--- src/rtl/pxt_pkg.sv ---
package pxt_pkg;
    typedef enum logic [1:0] {
        ST_AOK = 2'd0,
        ST_ADR = 2'd1,
        ST_INS = 2'd2,
        ST_HLT = 2'd3
    } xstat_e;

    typedef enum logic {
        CT_RUN    = 1'b0,
        CT_FROZEN = 1'b1
    } ctl_state_e;

    localparam int STAT_W = 2;
    localparam int NSTAGE = 4;   // decode, execute, memory, write-back registers
endpackage

--- src/rtl/pxt_fetch_class.sv ---
module pxt_fetch_class
    import pxt_pkg::*;
(
    input  logic   bad_addr,
    input  logic   bad_op,
    input  logic   halt,
    output xstat_e stat
);
    // an unreadable address hides the opcode, so it ranks first
    always_comb begin
        if (bad_addr)      stat = ST_ADR;
        else if (bad_op)   stat = ST_INS;
        else if (halt)     stat = ST_HLT;
        else               stat = ST_AOK;
    end
endmodule

--- src/rtl/pxt_stage_reg.sv ---
module pxt_stage_reg #(
    parameter int W = 8
) (
    input  logic         clk,
    input  logic         rst_n,
    input  logic         hold,
    input  logic         bubble,
    input  logic [W-1:0] d,
    output logic [W-1:0] q
);
    // an all-zero slot is a bubble: invalid, status AOK
    always_ff @(posedge clk) begin
        if (!rst_n)      q <= '0;
        else if (hold)   q <= q;
        else if (bubble) q <= '0;
        else             q <= d;
    end

    a_r9_hold_keeps: assert property (@(posedge clk) disable iff (!rst_n)
        hold |=> $stable(q));

    a_r10_bubble_clears: assert property (@(posedge clk) disable iff (!rst_n)
        (bubble && !hold) |=> (q == '0));
endmodule

--- src/rtl/pxt_ctrl.sv ---
module pxt_ctrl
    import pxt_pkg::*;
#(
    parameter int PC_W = 32
) (
    input  logic            clk,
    input  logic            rst_n,
    input  logic            w_fault,
    input  xstat_e          w_stat,
    input  logic [PC_W-1:0] w_pc,
    output logic            exc_taken,
    output logic            frozen,
    output xstat_e          exc_code,
    output logic [PC_W-1:0] exc_pc
);
    ctl_state_e state, state_nx;

    always_comb begin
        state_nx = state;
        unique case (state)
            CT_RUN:    if (w_fault) state_nx = CT_FROZEN;
            CT_FROZEN: state_nx = CT_FROZEN;
            default:   state_nx = CT_RUN;
        endcase
    end

    always_ff @(posedge clk) begin
        if (!rst_n) begin
            state    <= CT_RUN;
            exc_code <= ST_AOK;
            exc_pc   <= '0;
        end else begin
            state <= state_nx;
            if (state == CT_RUN && w_fault) begin
                exc_code <= w_stat;
                exc_pc   <= w_pc;
            end
        end
    end

    always_comb begin
        exc_taken = 1'b0;
        frozen    = 1'b0;
        unique case (state)
            CT_RUN:    exc_taken = w_fault;
            CT_FROZEN: frozen    = 1'b1;
            default:   exc_taken = 1'b0;
        endcase
    end

    a_r5_single_pulse: assert property (@(posedge clk) disable iff (!rst_n)
        exc_taken |=> !exc_taken);

    a_r5_enter_frozen: assert property (@(posedge clk) disable iff (!rst_n)
        exc_taken |=> frozen);

    a_r11_sticky: assert property (@(posedge clk) disable iff (!rst_n)
        frozen |=> (frozen && $stable(exc_pc) && $stable(exc_code)));
endmodule

--- src/rtl/pxt_top.sv ---
module pxt_top
    import pxt_pkg::*;
#(
    parameter int PC_W = 32
) (
    input  logic            clk,
    input  logic            rst_n,
    input  logic [PC_W-1:0] f_pc,
    input  logic            f_bad_addr,
    input  logic            f_bad_op,
    input  logic            f_halt,
    input  logic            m_bad_daddr,
    input  logic            hold_dec,
    input  logic            squash,
    output logic [1:0]      f_stat,
    output logic [1:0]      d_stat,
    output logic [1:0]      e_stat,
    output logic [1:0]      m_stat,
    output logic [1:0]      w_stat,
    output logic            cc_en,
    output logic            mem_we_en,
    output logic            exc_taken,
    output logic            frozen,
    output logic [1:0]      exc_code,
    output logic [PC_W-1:0] exc_pc
);
    // slot layout: {valid, status, pc}
    localparam int SW     = PC_W + STAT_W + 1;
    localparam int VLD_B  = SW - 1;
    localparam int ST_LSB = PC_W;
    localparam int I_DEC  = 0;
    localparam int I_EXE  = 1;
    localparam int I_MEM  = 2;
    localparam int I_WB   = 3;

    xstat_e              f_cls;
    logic [SW-1:0]       s_d [NSTAGE];
    logic [SW-1:0]       s_q [NSTAGE];
    logic [NSTAGE-1:0]   st_hold;
    logic [NSTAGE-1:0]   st_bub;
    logic                stop;
    logic                e_vld, m_vld, w_vld;
    xstat_e              m_in_st, m_out_st, w_st, ctl_code;
    logic                m_fault_now, w_fault;

    pxt_fetch_class u_fcls (
        .bad_addr (f_bad_addr),
        .bad_op   (f_bad_op),
        .halt     (f_halt),
        .stat     (f_cls)
    );

    assign e_vld   = s_q[I_EXE][VLD_B];
    assign m_vld   = s_q[I_MEM][VLD_B];
    assign w_vld   = s_q[I_WB][VLD_B];
    assign m_in_st = xstat_e'(s_q[I_MEM][ST_LSB +: STAT_W]);
    assign w_st    = xstat_e'(s_q[I_WB][ST_LSB +: STAT_W]);

    // memory stage may only overwrite a clean status
    always_comb begin
        m_out_st = m_in_st;
        if (m_vld && m_in_st == ST_AOK && m_bad_daddr) m_out_st = ST_ADR;
    end

    assign m_fault_now = m_vld && (m_out_st != ST_AOK);
    assign w_fault     = w_vld && (w_st != ST_AOK);

    // stage inputs
    always_comb begin
        s_d[I_DEC] = {1'b1, f_cls, f_pc};
        s_d[I_EXE] = s_q[I_DEC];
        s_d[I_MEM] = s_q[I_EXE];
        s_d[I_WB]  = {m_vld, m_out_st, s_q[I_MEM][PC_W-1:0]};
    end

    // pipeline control: freezing outranks squash, squash outranks stall
    assign stop = frozen | exc_taken;
    always_comb begin
        st_hold        = {NSTAGE{stop}};
        st_bub         = '0;
        st_hold[I_DEC] = stop | (hold_dec & ~squash);
        st_bub[I_DEC]  = squash & ~stop;
        st_bub[I_EXE]  = (squash | hold_dec) & ~stop;
    end

    for (genvar g = 0; g < NSTAGE; g++) begin : g_stage
        pxt_stage_reg #(.W(SW)) u_reg (
            .clk    (clk),
            .rst_n  (rst_n),
            .hold   (st_hold[g]),
            .bubble (st_bub[g]),
            .d      (s_d[g]),
            .q      (s_q[g])
        );
    end

    pxt_ctrl #(.PC_W(PC_W)) u_ctrl (
        .clk       (clk),
        .rst_n     (rst_n),
        .w_fault   (w_fault),
        .w_stat    (w_st),
        .w_pc      (s_q[I_WB][PC_W-1:0]),
        .exc_taken (exc_taken),
        .frozen    (frozen),
        .exc_code  (ctl_code),
        .exc_pc    (exc_pc)
    );

    // side-effect guards
    assign cc_en     = ~frozen & e_vld & ~m_fault_now & ~w_fault;
    assign mem_we_en = ~frozen & m_vld & ~w_fault;

    assign f_stat   = f_cls;
    assign d_stat   = s_q[I_DEC][ST_LSB +: STAT_W];
    assign e_stat   = s_q[I_EXE][ST_LSB +: STAT_W];
    assign m_stat   = m_in_st;
    assign w_stat   = w_st;
    assign exc_code = ctl_code;

    a_r3_pass_through: assert property (@(posedge clk) disable iff (!rst_n)
        (!stop && !squash && !hold_dec) |=> (e_stat == $past(d_stat)));

    a_r4_merge_adr: assert property (@(posedge clk) disable iff (!rst_n)
        (m_vld && m_in_st == ST_AOK && m_bad_daddr && !stop) |=> (w_stat == ST_ADR));

    a_r7_raise_guard: assert property (@(posedge clk) disable iff (!rst_n)
        exc_taken |-> (!mem_we_en && !cc_en));

    a_r8_squash_clears: assert property (@(posedge clk) disable iff (!rst_n)
        (squash && !stop) |=> (d_stat == ST_AOK && e_stat == ST_AOK));

    a_r11_no_effects: assert property (@(posedge clk) disable iff (!rst_n)
        frozen |-> (!cc_en && !mem_we_en && !exc_taken));
endmodule

--- config.mk ---
export PLATFORM = sky130hd
export DESIGN_NAME = pxt_top
export DESIGN_NICKNAME = d
export VERILOG_FILES = /design/src/rtl/pxt_pkg.sv /design/src/rtl/pxt_fetch_class.sv /design/src/rtl/pxt_stage_reg.sv /design/src/rtl/pxt_ctrl.sv /design/src/rtl/pxt_top.sv
export SDC_FILE = /design/constraint.sdc
export NUM_CORES = 1
export LEC_CHECK = 0
export BUFFER_PORTS_ARGS = -buffer_cell sky130_fd_sc_hd__buf_2
export CORE_MARGIN = 3
export CORE_UTILIZATION = 47
export CTS_BUF_LIST = sky130_fd_sc_hd__clkbuf_4 sky130_fd_sc_hd__clkbuf_8 sky130_fd_sc_hd__clkbuf_16
export DETAILED_ROUTE_END_ITERATION = 10
export PLACE_DENSITY = 0.69
export SYNTH_ARGS = -nofsm -noshare
export SYNTH_HDL_FRONTEND = slang
export SYNTH_SLANG_ARGS = --single-unit
--- constraint.sdc ---
create_clock -name clk -period 2 [get_ports clk]
set_input_delay 0.3 -clock clk [delete_from_list [all_inputs] [get_ports clk]]
set_output_delay 0.3 -clock clk [all_outputs]
set_load 0.005 [all_outputs]
; Word-level counts from Yosys, hierarchy flattened
; Cells that the tools add are included.
[totals]
regBits = 175
latchBits = 0
ram_bits = 0
rom_bits = 0
out_inout_bits = 48
mem_count = 0
[op_classes]
add_sub_neg = 0
multipliers = 0
div = 0
n_lt_le_gt_ge = 0
n_eq_ne = 0
shift = 0
muxes = 10
n_bitwise = 17
n_reduce_logical = 8
[op_table]
columns = op, n
row1 = $mux W35, 2
row2 = $and A1 B1 Y1, 8
row3 = $mux W2, 4
row4 = $not A1 Y1, 6
row5 = $logic_and A1 B1 Y1, 5
row6 = $reduce_bool A2 Y1, 2
row7 = $mux W1, 3
row8 = $or A1 B1 Y1, 3
row9 = $logic_not A2 Y1, 1
row10 = $pmux W1 S2, 1

; Longest topological paths before layout
; Gate-level depths: netlist of run 1.
[logic_depth]
word_depth = 9
mapped_depth = 5
ltp_nobuf = 3

; By module
; Synthesis of run 1 repeated with hierarchy kept, for this count alone.
[hier_totals]
cells_unflattened = 794
hier_area_um2 = 7084.3
[by_module_without_submodules]
columns = mod, instances, cells_each, area_each_um2
row1 = pxt_stage_reg, 4, 156, 1381.3
row2 = pxt_ctrl, 1, 151, 1448.9
row3 = pxt_top, 1, 15, 91.3
row4 = pxt_fetch_class, 1, 4, 18.8

; Worst setup path after synthesis of run 1
; OpenSTA, ideal clock, no wires.
[synth_timing]
kind = register -> output
from = reg g_stage[3].u_reg.q[33]
to = out mem_we_en
arrival_ps = 1218
path_slack_ps = 482
stages_incl_launch_ff = 5
cell_sequence = dfxtp_1 > o21a_1 > nor2_2 > buf_1 > and2_1
[synth_via]
elab_chain_len = 4
[synth_lines]
columns = item, line_no
row1 = "start, declared", pxt_stage_reg.sv:9  ; output logic [W-1:0] q
row2 = "start signal, assigned", pxt_stage_reg.sv:14  ; else if (hold) q <= q;
row3 = $reduce_bool A2 Y1, pxt_top.sv:66  ; assign w_fault = w_vld && (w_st != ST_AOK);
row4 = $logic_and A1 B1 Y1, pxt_top.sv:66
row5 = $not A1 Y1, pxt_top.sv:111  ; assign mem_we_en = ~frozen & m_vld & ~w_fault;
row6 = $and A1 B1 Y1, pxt_top.sv:111
row7 = "end, declared", pxt_top.sv:21  ; output logic mem_we_en,
; Every way passes these cells.

; Final worst setup path of run 1
[layout_timing]
from = reg g_stage[3].u_reg.q[33]
to = out cc_en
[layout_via]
elab_chain_len = 4
[layout_lines]
columns = item, line_no
row1 = $reduce_bool A2 Y1, pxt_top.sv:66
row2 = $logic_and A1 B1 Y1, pxt_top.sv:66
row3 = $not A1 Y1, pxt_top.sv:110  ; assign cc_en = ~frozen & e_vld & ~m_fault_now & ~w_fault;
row4 = $and A1 B1 Y1, pxt_top.sv:110
row5 = "end, declared", pxt_top.sv:20  ; output logic cc_en,
; Every way passes these cells.

==> flow_summary.json, run 1 <==
{
  "outcome": "finished, final reports clean",
  "cts_tree": "yes",
  "wirelength_um": 12500,
  "grt-ovfl-total": 0,
  "crit_required_ps": 1700,
  "cp-start-kind": "flip-flop",
  "vias": 4543,
  "final.period_utilization": 0.951,
  "rows": 41,
  "clock_latency_ps": 420,
  "dp_hpwl_um": 7960,
  "die_y_um": 121,
  "synth_top_family_by_area": "multiplexers",
  "min_period_ps": 1900,
  "async_flop_share": 0,
  "routedWlPerCell_um": 14.1,
  "finalSetupTns_ps": 0,
  "synth-adder-area-share": 0,
  "dp.cells": 851,
  "p_leak_uw": 0.00324,
  "hold_path_class": "in -> reg",
  "antenna_found_initial": 0,
  "clk_pin_slew_ps": 60,
  "ir_worst_vdd_v": 0.000612,
  "synth_compound_area_frac": 0.0824,
  "netlist_area_sq_um": 6190,
  "clockRootBuffer": "clkbuf_16",
  "grt_pass1_wl_um": 20400,
  "synth.area.mux_share": 0.165,
  "worst_pin_slew_ps": 470,
  "synth_cell_types": 25,
  "cp_max_fo": 5,
  "synthCells": 634,
  "hold_path.startpoint": "f_pc[28]",
  "yosysSeqAreaShare": 0.566,
  "fin_skew_ps": 6.32,
  "hold_viol_final": 0,
  "initial_core_util": 0.485,
  "die_w_um": 121,
  "hold-worst-slack_ps": 129,
  "layout.nets": 742,
  "finalMaxSlewViolations": 0,
  "syn_avg_cell_area_sq_um": 9.77,
  "ant_nets": 0,
  "final_cell_count_no_fill": 886,
  "powerDensity_nw_per_um2": 943,
  "routed_via_density": 5.13,
  "yosys.area_share.simple": 0.136,
  "cts_buffers": 17,
  "grtUsageTotal": 0.174,
  "setup_violations": 0,
  "holdPathStages": 3,
  "max_slew_margin": 0.686,
  "final_cell_mix": "206 x nand2_1, 175 x dfxtp_1, 102 x mux2i_1",
  "synth_edf_count": 0,
  "regToRegStartpoint": "g_stage[3].u_reg.q[33]",
  "grt_max_degree": 70,
  "design.die.area_sq_um": 14600,
  "cts_buffer_depth": 2,
  "cp.arrival_ps": 1600,
  "n_antenna_cell": 0,
  "io_pins": 88,
  "clkSinkCount": 175,
  "reg2reg_depth": 4,
  "place_congestion": 0.751,
  "whs_endpoint": "g_stage[0].u_reg.q[28]",
  "dr.pass1.iters": 4,
  "maxCapViolations": 0,
  "io_buffers": 87,
  "core_sq_um": 12800,
  "synth_ff_type": "dfxtp_1",
  "layout_commonest_cell": "nand2_1",
  "reg2reg_slack_ps": 250,
  "fmax_ghz": 0.526,
  "postSynthNetCount": 674,
  "htree_levels": 4,
  "yosys_warnings": 0,
  "worstSetupEndpointType": "primary output",
  "yosys_register_bits": 175,
  "synthXorXnorAreaFrac": 0,
  "drt_iter0_drc": 304,
  "rsz0062_at_grt": "false",
  "drive_gt1_frac": 0.202,
  "rr_endpoint": "g_stage[1].u_reg.q[7]",
  "hold_buffers": 0,
  "drc": 0,
  "syn_to_final_growth_pct": 18.7,
  "worst-setup-path-type": "reg -> out",
  "first_global_vias": 4241
}
flip-flops by register name, summed over array words and instances (netlist names):
register	cells
g_stage.u_reg.q	140
u_ctrl.exc_pc	32
u_ctrl.exc_code	2
u_ctrl.state	1
metrics by stage:
| step | setup slack [ps] | total power, uW | cell area [sq um] | utilization |
|---|---|---|---|---|
| final | 97.8 | 6940 | 7350 | 0.576 |
| after CTS | 46.4 | 7020 | 7320 | 0.573 |
| after global placement | 327 | 3830 | 6750 | 0.528 |
| after detailed placement | 294 | 3840 | 6750 | 0.528 |
| after floorplan | 482 | 3750 | 6190 | - |
| after global routing | 16.3 | 7170 | 7350 | 0.576 |
worst max-delay path by stage:
| stage | from | endpoint | slack, ps | cells after the start |
|---|---|---|---|---|
| 2_1_floorplan | g_stage[3].u_reg.q[33] | mem_we_en | 480 | 4 |
| 3_3_place_gp | squash | g_stage[1].u_reg.q[19] | 330 | 4 |
| 3_5_place_dp | squash | g_stage[1].u_reg.q[11] | 290 | 4 |
| 4_1_cts | g_stage[3].u_reg.q[33] | exc_taken | 50 | 4 |
| 5_1_grt | g_stage[3].u_reg.q[33] | mem_we_en | 20 | 5 |
| 6_report | g_stage[3].u_reg.q[33] | cc_en | 100 | 5 |
cells by family after synthesis:
| family | after synthesis |
|---|---|
| AO/OA/AOI/OAI | 80 |
| buffers and inverters | 61 |
| flip-flops | 175 |
| multiplexers | 102 |
| AND/OR/NAND/NOR | 216 |
what timing repair did:
item	4_1_cts	5_1_grt
endpoints found under the hold margin	0	0
setup endpoints to repair	0	1
buffers inserted	0	4
resized for setup	0	0
report_power, final:
part	internal, uW	switching [uW]
sequential	3520	9.50
clock	1900	1270
combinational	80.5	152
total	5500	1440
synthesized netlist by cell type, types with 2 or more instances:
| cell | n | share of area |
|---|---|---|
| nand2_1 | 206 | 0.12 |
| dfxtp_1 | 175 | 0.57 |
| clkbuf_1 | 23 | 0.014 |
| o22ai_1 | 69 | 0.070 |
| buf_2 | 21 | 0.017 |
| a21oi_1 | 4 | 0.0032 |
| buf_6 | 4 | 0.0073 |
| inv_1 | 3 | 0.0018 |
| nor2b_1 | 2 | 0.0020 |
| o21ai_0 | 2 | 0.0016 |
| mux2i_1 | 102 | 0.16 |
| buf_4 | 9 | 0.011 |
| o31ai_1 | 2 | 0.0024 |
per-layer routing:
metal | global-route usage | part of all wire
met1 | 0.235 | 0.48
met2 | 0.267 | 0.46
met3 | 0.0514 | 0.047
met4 | 0.0637 | 0.012
met5 | 0 | 0
worst max-delay path, cell delays in order (launching register included):
cell and delay (ps):
dfxtp_1 340, o21a_1 210, buf_4 150, nor2_4 140, and3_1 210, buf_2 130
final cells by class:
class	instances	area, sq um
inverters	3	11.3
multi-input cells	398	2390
repair buffers	107	654
fillers	1091	5420
clock inverters	11	116
well taps	172	215
clock buffers	20	460
flip-flops and latches	175	3500
No activity file was read; power rests on OpenSTA's default activity.
==> run 2, diff against run 1 <==
Settings changed: CTS_BUF_LIST sky130_fd_sc_hd__clkbuf_4 sky130_fd_sc_hd__clkbuf_8 sky130_fd_sc_hd__clkbuf_16 to default.
==> run 2 against run 1 <==
Net effect:
- non-clock buffer count stayed put
- setup slack better by 0.89 ps
- die area stayed put
- critical endpoint unchanged
- combinational power hardly changed
- global-route usage stayed put
- final cell count stayed put
- design area hardly changed
- via count is 0.26% lower
- wire length is 0.16% higher
- critical path type unchanged
==> flow_summary.json, run 2 (synthesis gave the netlist of run 1 again) <==
{
  "ant_nets": 0,
  "ir_worst_vdd_v": 0.000614,
  "layout_commonest_cell": "nand2_1",
  "max_slew_margin": 0.689,
  "design.die.area_sq_um": 14600,
  "rsz0062_at_grt": "false",
  "cp.arrival_ps": 1600,
  "n_antenna_cell": 0,
  "min_period_ps": 1900,
  "routedWlPerCell_um": 14.1,
  "holdPathStages": 3,
  "setup_violations": 0,
  "die_w_um": 121,
  "final_cell_mix": "206 x nand2_1, 175 x dfxtp_1, 102 x mux2i_1",
  "routed_via_density": 5.11,
  "regMostFlops": "g_stage.u_reg.q",
  "worst-path-stages": 5,
  "cp_max_fo": 5,
  "initial_core_util": 0.485,
  "final.period_utilization": 0.951,
  "core_sq_um": 12800,
  "wirelength_um": 12500,
  "htree_levels": 4,
  "grt-ovfl-total": 0,
  "hold_path_class": "in -> reg",
  "rows": 41,
  "cts_resized": 0,
  "first_global_vias": 4241,
  "outcome": "finished, final reports clean",
  "place_congestion": 0.751,
  "powerDensity_nw_per_um2": 943,
  "slowest_delay_ps": 340,
  "drt_iter0_drc": 304,
  "fmax_ghz": 0.526,
  "clock_latency_ps": 420,
  "antenna_found_initial": 0,
  "cp-start-kind": "flip-flop",
  "io_buffers": 87,
  "worst-setup-path-type": "reg -> out",
  "path_delay_family": "simple AND/OR/NAND/NOR gates",
  "largest_reg_flops": 140,
  "maxCapViolations": 0,
  "dr.pass1.iters": 5,
  "grt_max_degree": 70,
  "crit_required_ps": 1700,
  "clkSinkCount": 175,
  "top_regs": "g_stage.u_reg.q x140, u_ctrl.exc_pc x32, u_ctrl.exc_code x2",
  "cts_buffer_depth": 2,
  "grtUsageTotal": 0.174,
  "post-route-util": 0.575,
  "cts_tree": "yes",
  "reg2reg_depth": 4,
  "die_y_um": 121,
  "syn_to_final_growth_pct": 18.6,
  "grt_pass1_wl_um": 20400,
  "drive_gt1_frac": 0.200,
  "cts_buffers": 17,
  "fin_skew_ps": 6.46,
  "worstSetupEndpointType": "primary output",
  "clockRootBuffer": "clkbuf_16",
  "clk_pin_slew_ps": 60,
  "cp.buffers_inverters": 2,
  "io_pins": 88,
  "layout.nets": 742,
  "worst_pin_slew_ps": 466,
  "placed_cell_area_sq_um": 6750,
  "drc": 0,
  "postLayoutCellArea_sq_um": 7350,
  "finalMaxSlewViolations": 0,
  "slowest_stage": "dfxtp_1",
  "hold_viol_final": 0,
  "dp_hpwl_um": 7960,
  "vias": 4531,
  "p_leak_uw": 0.00324,
  "cp_cell_sequence": "o21a_1 > buf_4 > nor2_4 > and3_1 > buf_2",
  "finalSetupTns_ps": 0
}
==> run 2: changes by cell type in the layout (fill, tap and decap cells not counted) <==
| cell | previous run | this run |
|---|---|---|
| clkbuf_4 | 1 | 0 |
| clkbuf_1 | 0 | 1 |
==> run 2: worst paths after layout <==
check / to / slack, ps / from
worst min register to register: u_ctrl.exc_pc[10] / 450 / u_ctrl.exc_pc[10]
worst max-delay path: cc_en / 100 / g_stage[3].u_reg.q[33]
worst max register to register: g_stage[1].u_reg.q[7] / 250 / g_stage[3].u_reg.q[33]
worst min-delay path: g_stage[0].u_reg.q[28] / 130 / f_pc[28]
==> run 2: per-stage QoR <==
stage                     std cells  setup WS, ps  hold slack [ps]  power, uW
final                           886          98.7              129       6930
after global routing            886          16.3              126       7160
after CTS                       882          46.4              108       7000
after detailed placement        851           294              443       3840
after global placement          851           327              439       3830
after floorplan                 634           482              443       3750
==> run 2: area by class of cell <==
cell class                      count  area, sq um
Fill cell                        1093         5420
Tap cell                          172          215
Sequential cell                   175         3500
Clock buffer                       20          457
Inverter                            3         11.3
Clock inverter                     11          116
Timing Repair Buffer              107          654
Multi-Input combinational cell    398         2390
==> run 2: worst reg2reg max path: stages, from the launching register on <==
cell     delay (ps)
dfxtp_1         340
o21a_1          210
or4_2           550
buf_4           300
o22ai_1         260
==> run 2: routing by layer <==
metal,vias up,part of all wire,GRT usage
met5,-,0,0
met4,0,0.012,0.0637
met3,13,0.045,0.0514
met2,93,0.46,0.267
met1,2134,0.48,0.235
li1,2291,-,-
==> run 2: where the power goes <==
group	switching (uW)	internal, uW
Combinational	152	80.5
Clock	1280	1890
Sequential	9.46	3520
==> run 2: repair_timing <==
item / 4_1_cts / 5_1_grt
hold buffers: 0 / 0
setup endpoints to repair: 0 / 1
buffers inserted: 0 / 4
==> run 3, diff against run 2 <==
Settings changed: RECOVER_POWER from default to 100.
==> run 3 against run 2 <==
Net effect:
- non-clock buffer count did not move
- critical path type unchanged
- first-iteration DRC count fell by 1.6%
- sequential power barely moved
- utilization fell by 0.59 points
- largest cell class unchanged
- clock power barely moved
- critical endpoint unchanged
- wire length fell by 0.61%
==> flow_summary.json, run 3 (synthesis gave the netlist of run 1 again) <==
{
  "dp_hpwl_um": 7960,
  "worst_pin_slew_ps": 752,
  "dr.pass1.iters": 5,
  "setup_slack_ps": 108,
  "clockRootBuffer": "clkbuf_16",
  "cp-start-kind": "flip-flop",
  "hold_viol_final": 0,
  "cts_buffer_depth": 2,
  "clkSinkCount": 175,
  "worst-setup-path-type": "reg -> out",
  "vias": 4540,
  "cts_buffers": 17,
  "layout_commonest_cell": "nand2_1",
  "fin_skew_ps": 6.23,
  "max_slew_margin": 0.498,
  "place_congestion": 0.751,
  "maxCapViolations": 0,
  "p_leak_uw": 0.00311,
  "largest_reg_flops": 140,
  "powerDensity_nw_per_um2": 951,
  "p_int_uw": 5480,
  "dp.cells": 851,
  "clk_pin_slew_ps": 60,
  "power_frac_clock": 0.457,
  "clock_latency_ps": 420,
  "design.die.area_sq_um": 14600,
  "routedWlPerCell_um": 14.1,
  "n_antenna_cell": 0,
  "final_cell_count_no_fill": 886,
  "ir_worst_vdd_v": 0.000612,
  "setup_violations": 0,
  "regMostFlops": "g_stage.u_reg.q",
  "antenna_found_initial": 0,
  "final_cell_mix": "206 x nand2_1, 175 x dfxtp_1, 102 x mux2i_1",
  "drt_iter0_drc": 299,
  "place_ws_ps": 294,
  "postLayoutCellArea_sq_um": 7270,
  "initial_core_util": 0.485,
  "min_period_ps": 1890,
  "drive_gt1_frac": 0.162,
  "p_sw_frac": 0.207,
  "ant_nets": 0,
  "final.period_utilization": 0.946,
  "grt_pass1_wl_um": 20400,
  "io_buffers": 87,
  "first_global_vias": 4241,
  "routed_via_density": 5.12,
  "layout.nets": 742,
  "cts_resized": 0,
  "core_sq_um": 12800,
  "outcome": "finished, final reports clean",
  "grtUsageTotal": 0.174,
  "hold_path_class": "in -> reg",
  "crit_required_ps": 1700,
  "rows": 41,
  "cts_tree": "yes",
  "cp.arrival_ps": 1590,
  "htree_levels": 4,
  "die_w_um": 121,
  "die_y_um": 121,
  "placed_cell_area_sq_um": 6750,
  "drc": 0,
  "hold-worst-slack_ps": 131,
  "rsz0062_at_grt": "false",
  "power_switching_uw": 1430,
  "syn_to_final_growth_pct": 17.4,
  "top_regs": "g_stage.u_reg.q x140, u_ctrl.exc_pc x32, u_ctrl.exc_code x2",
  "fmax_ghz": 0.529,
  "io_pins": 88,
  "combPwrFrac": 0.033,
  "grt_max_degree": 70,
  "finalMaxSlewViolations": 0,
  "worstSetupEndpointType": "primary output",
  "wirelength_um": 12500,
  "cp_max_fo": 5,
  "seqPwrFrac": 0.510,
  "finalSetupTns_ps": 0,
  "grt-ovfl-total": 0
}
[run 3: cell types whose count changed in the layout (fill, tap and decap cells not counted)]
cell,change
clkbuf_2,+2
buf_6,+1
buf_4,-4
clkbuf_1,+27
clkbuf_4,+3
buf_12,-3
buf_2,-26
[run 3: power by group through the flow]
| stage | combinational [uW] | sequential [uW] | clock (uW) |
|---|---|---|---|
| final | 230 | 3530 | 3160 |
| after global routing | 256 | 3530 | 3370 |
| after CTS | 233 | 3530 | 3240 |
| after detailed placement | 231 | 3610 | 0 |
| after global placement | 225 | 3600 | 0 |
| after floorplan | 148 | 3600 | 0 |
[run 3: what timing repair did]
item	4_1_cts	5_1_grt
hold buffers	0	0
setup buffers	0	4
setup endpoints to repair	0	1
[run 3: final cells by class]
class / instances / area (sq um)
multi-input combinational: 398 / 2390
clock buffer: 20 / 457
inverter: 3 / 11.3
fill: 1116 / 5500
tap: 172 / 215
sequential: 175 / 3500
timing repair buffer: 107 / 579
clock inverter: 11 / 116
[run 3: through the flow]
step | utilization | total power [uW]
2_1_floorplan | - | 3750
3_3_place_gp | 0.528 | 3830
3_5_place_dp | 0.528 | 3840
4_1_cts | 0.573 | 7000
5_1_grt | 0.569 | 7150
6_report | 0.569 | 6920
[run 3: per-layer routing]
layer  vias to the layer above  track usage  routed length, um
met5                         -            0                  0
met4                         0       0.0637                142
met3                        14       0.0514                561
met2                       103        0.267               5780
met1                      2132        0.235               5970
li1                       2291            -                  -
[run 3: worst paths after layout]
check	startpoint	end	slack, ps	cells after the start
worst max register to register	g_stage[3].u_reg.q[33]	g_stage[0].u_reg.q[32]	130	4
worst min register to register	u_ctrl.exc_pc[10]	u_ctrl.exc_pc[10]	450	2
worst max-delay path	g_stage[3].u_reg.q[33]	cc_en	110	5
worst min-delay path	f_pc[28]	g_stage[0].u_reg.q[28]	130	3
[run 3: critical path, stage by stage, from the launching register on]
cell and delay [ps]:
dfxtp_1 350, o21a_1 210, buf_4 150, nor2_4 120, and3_1 210, clkbuf_1 140
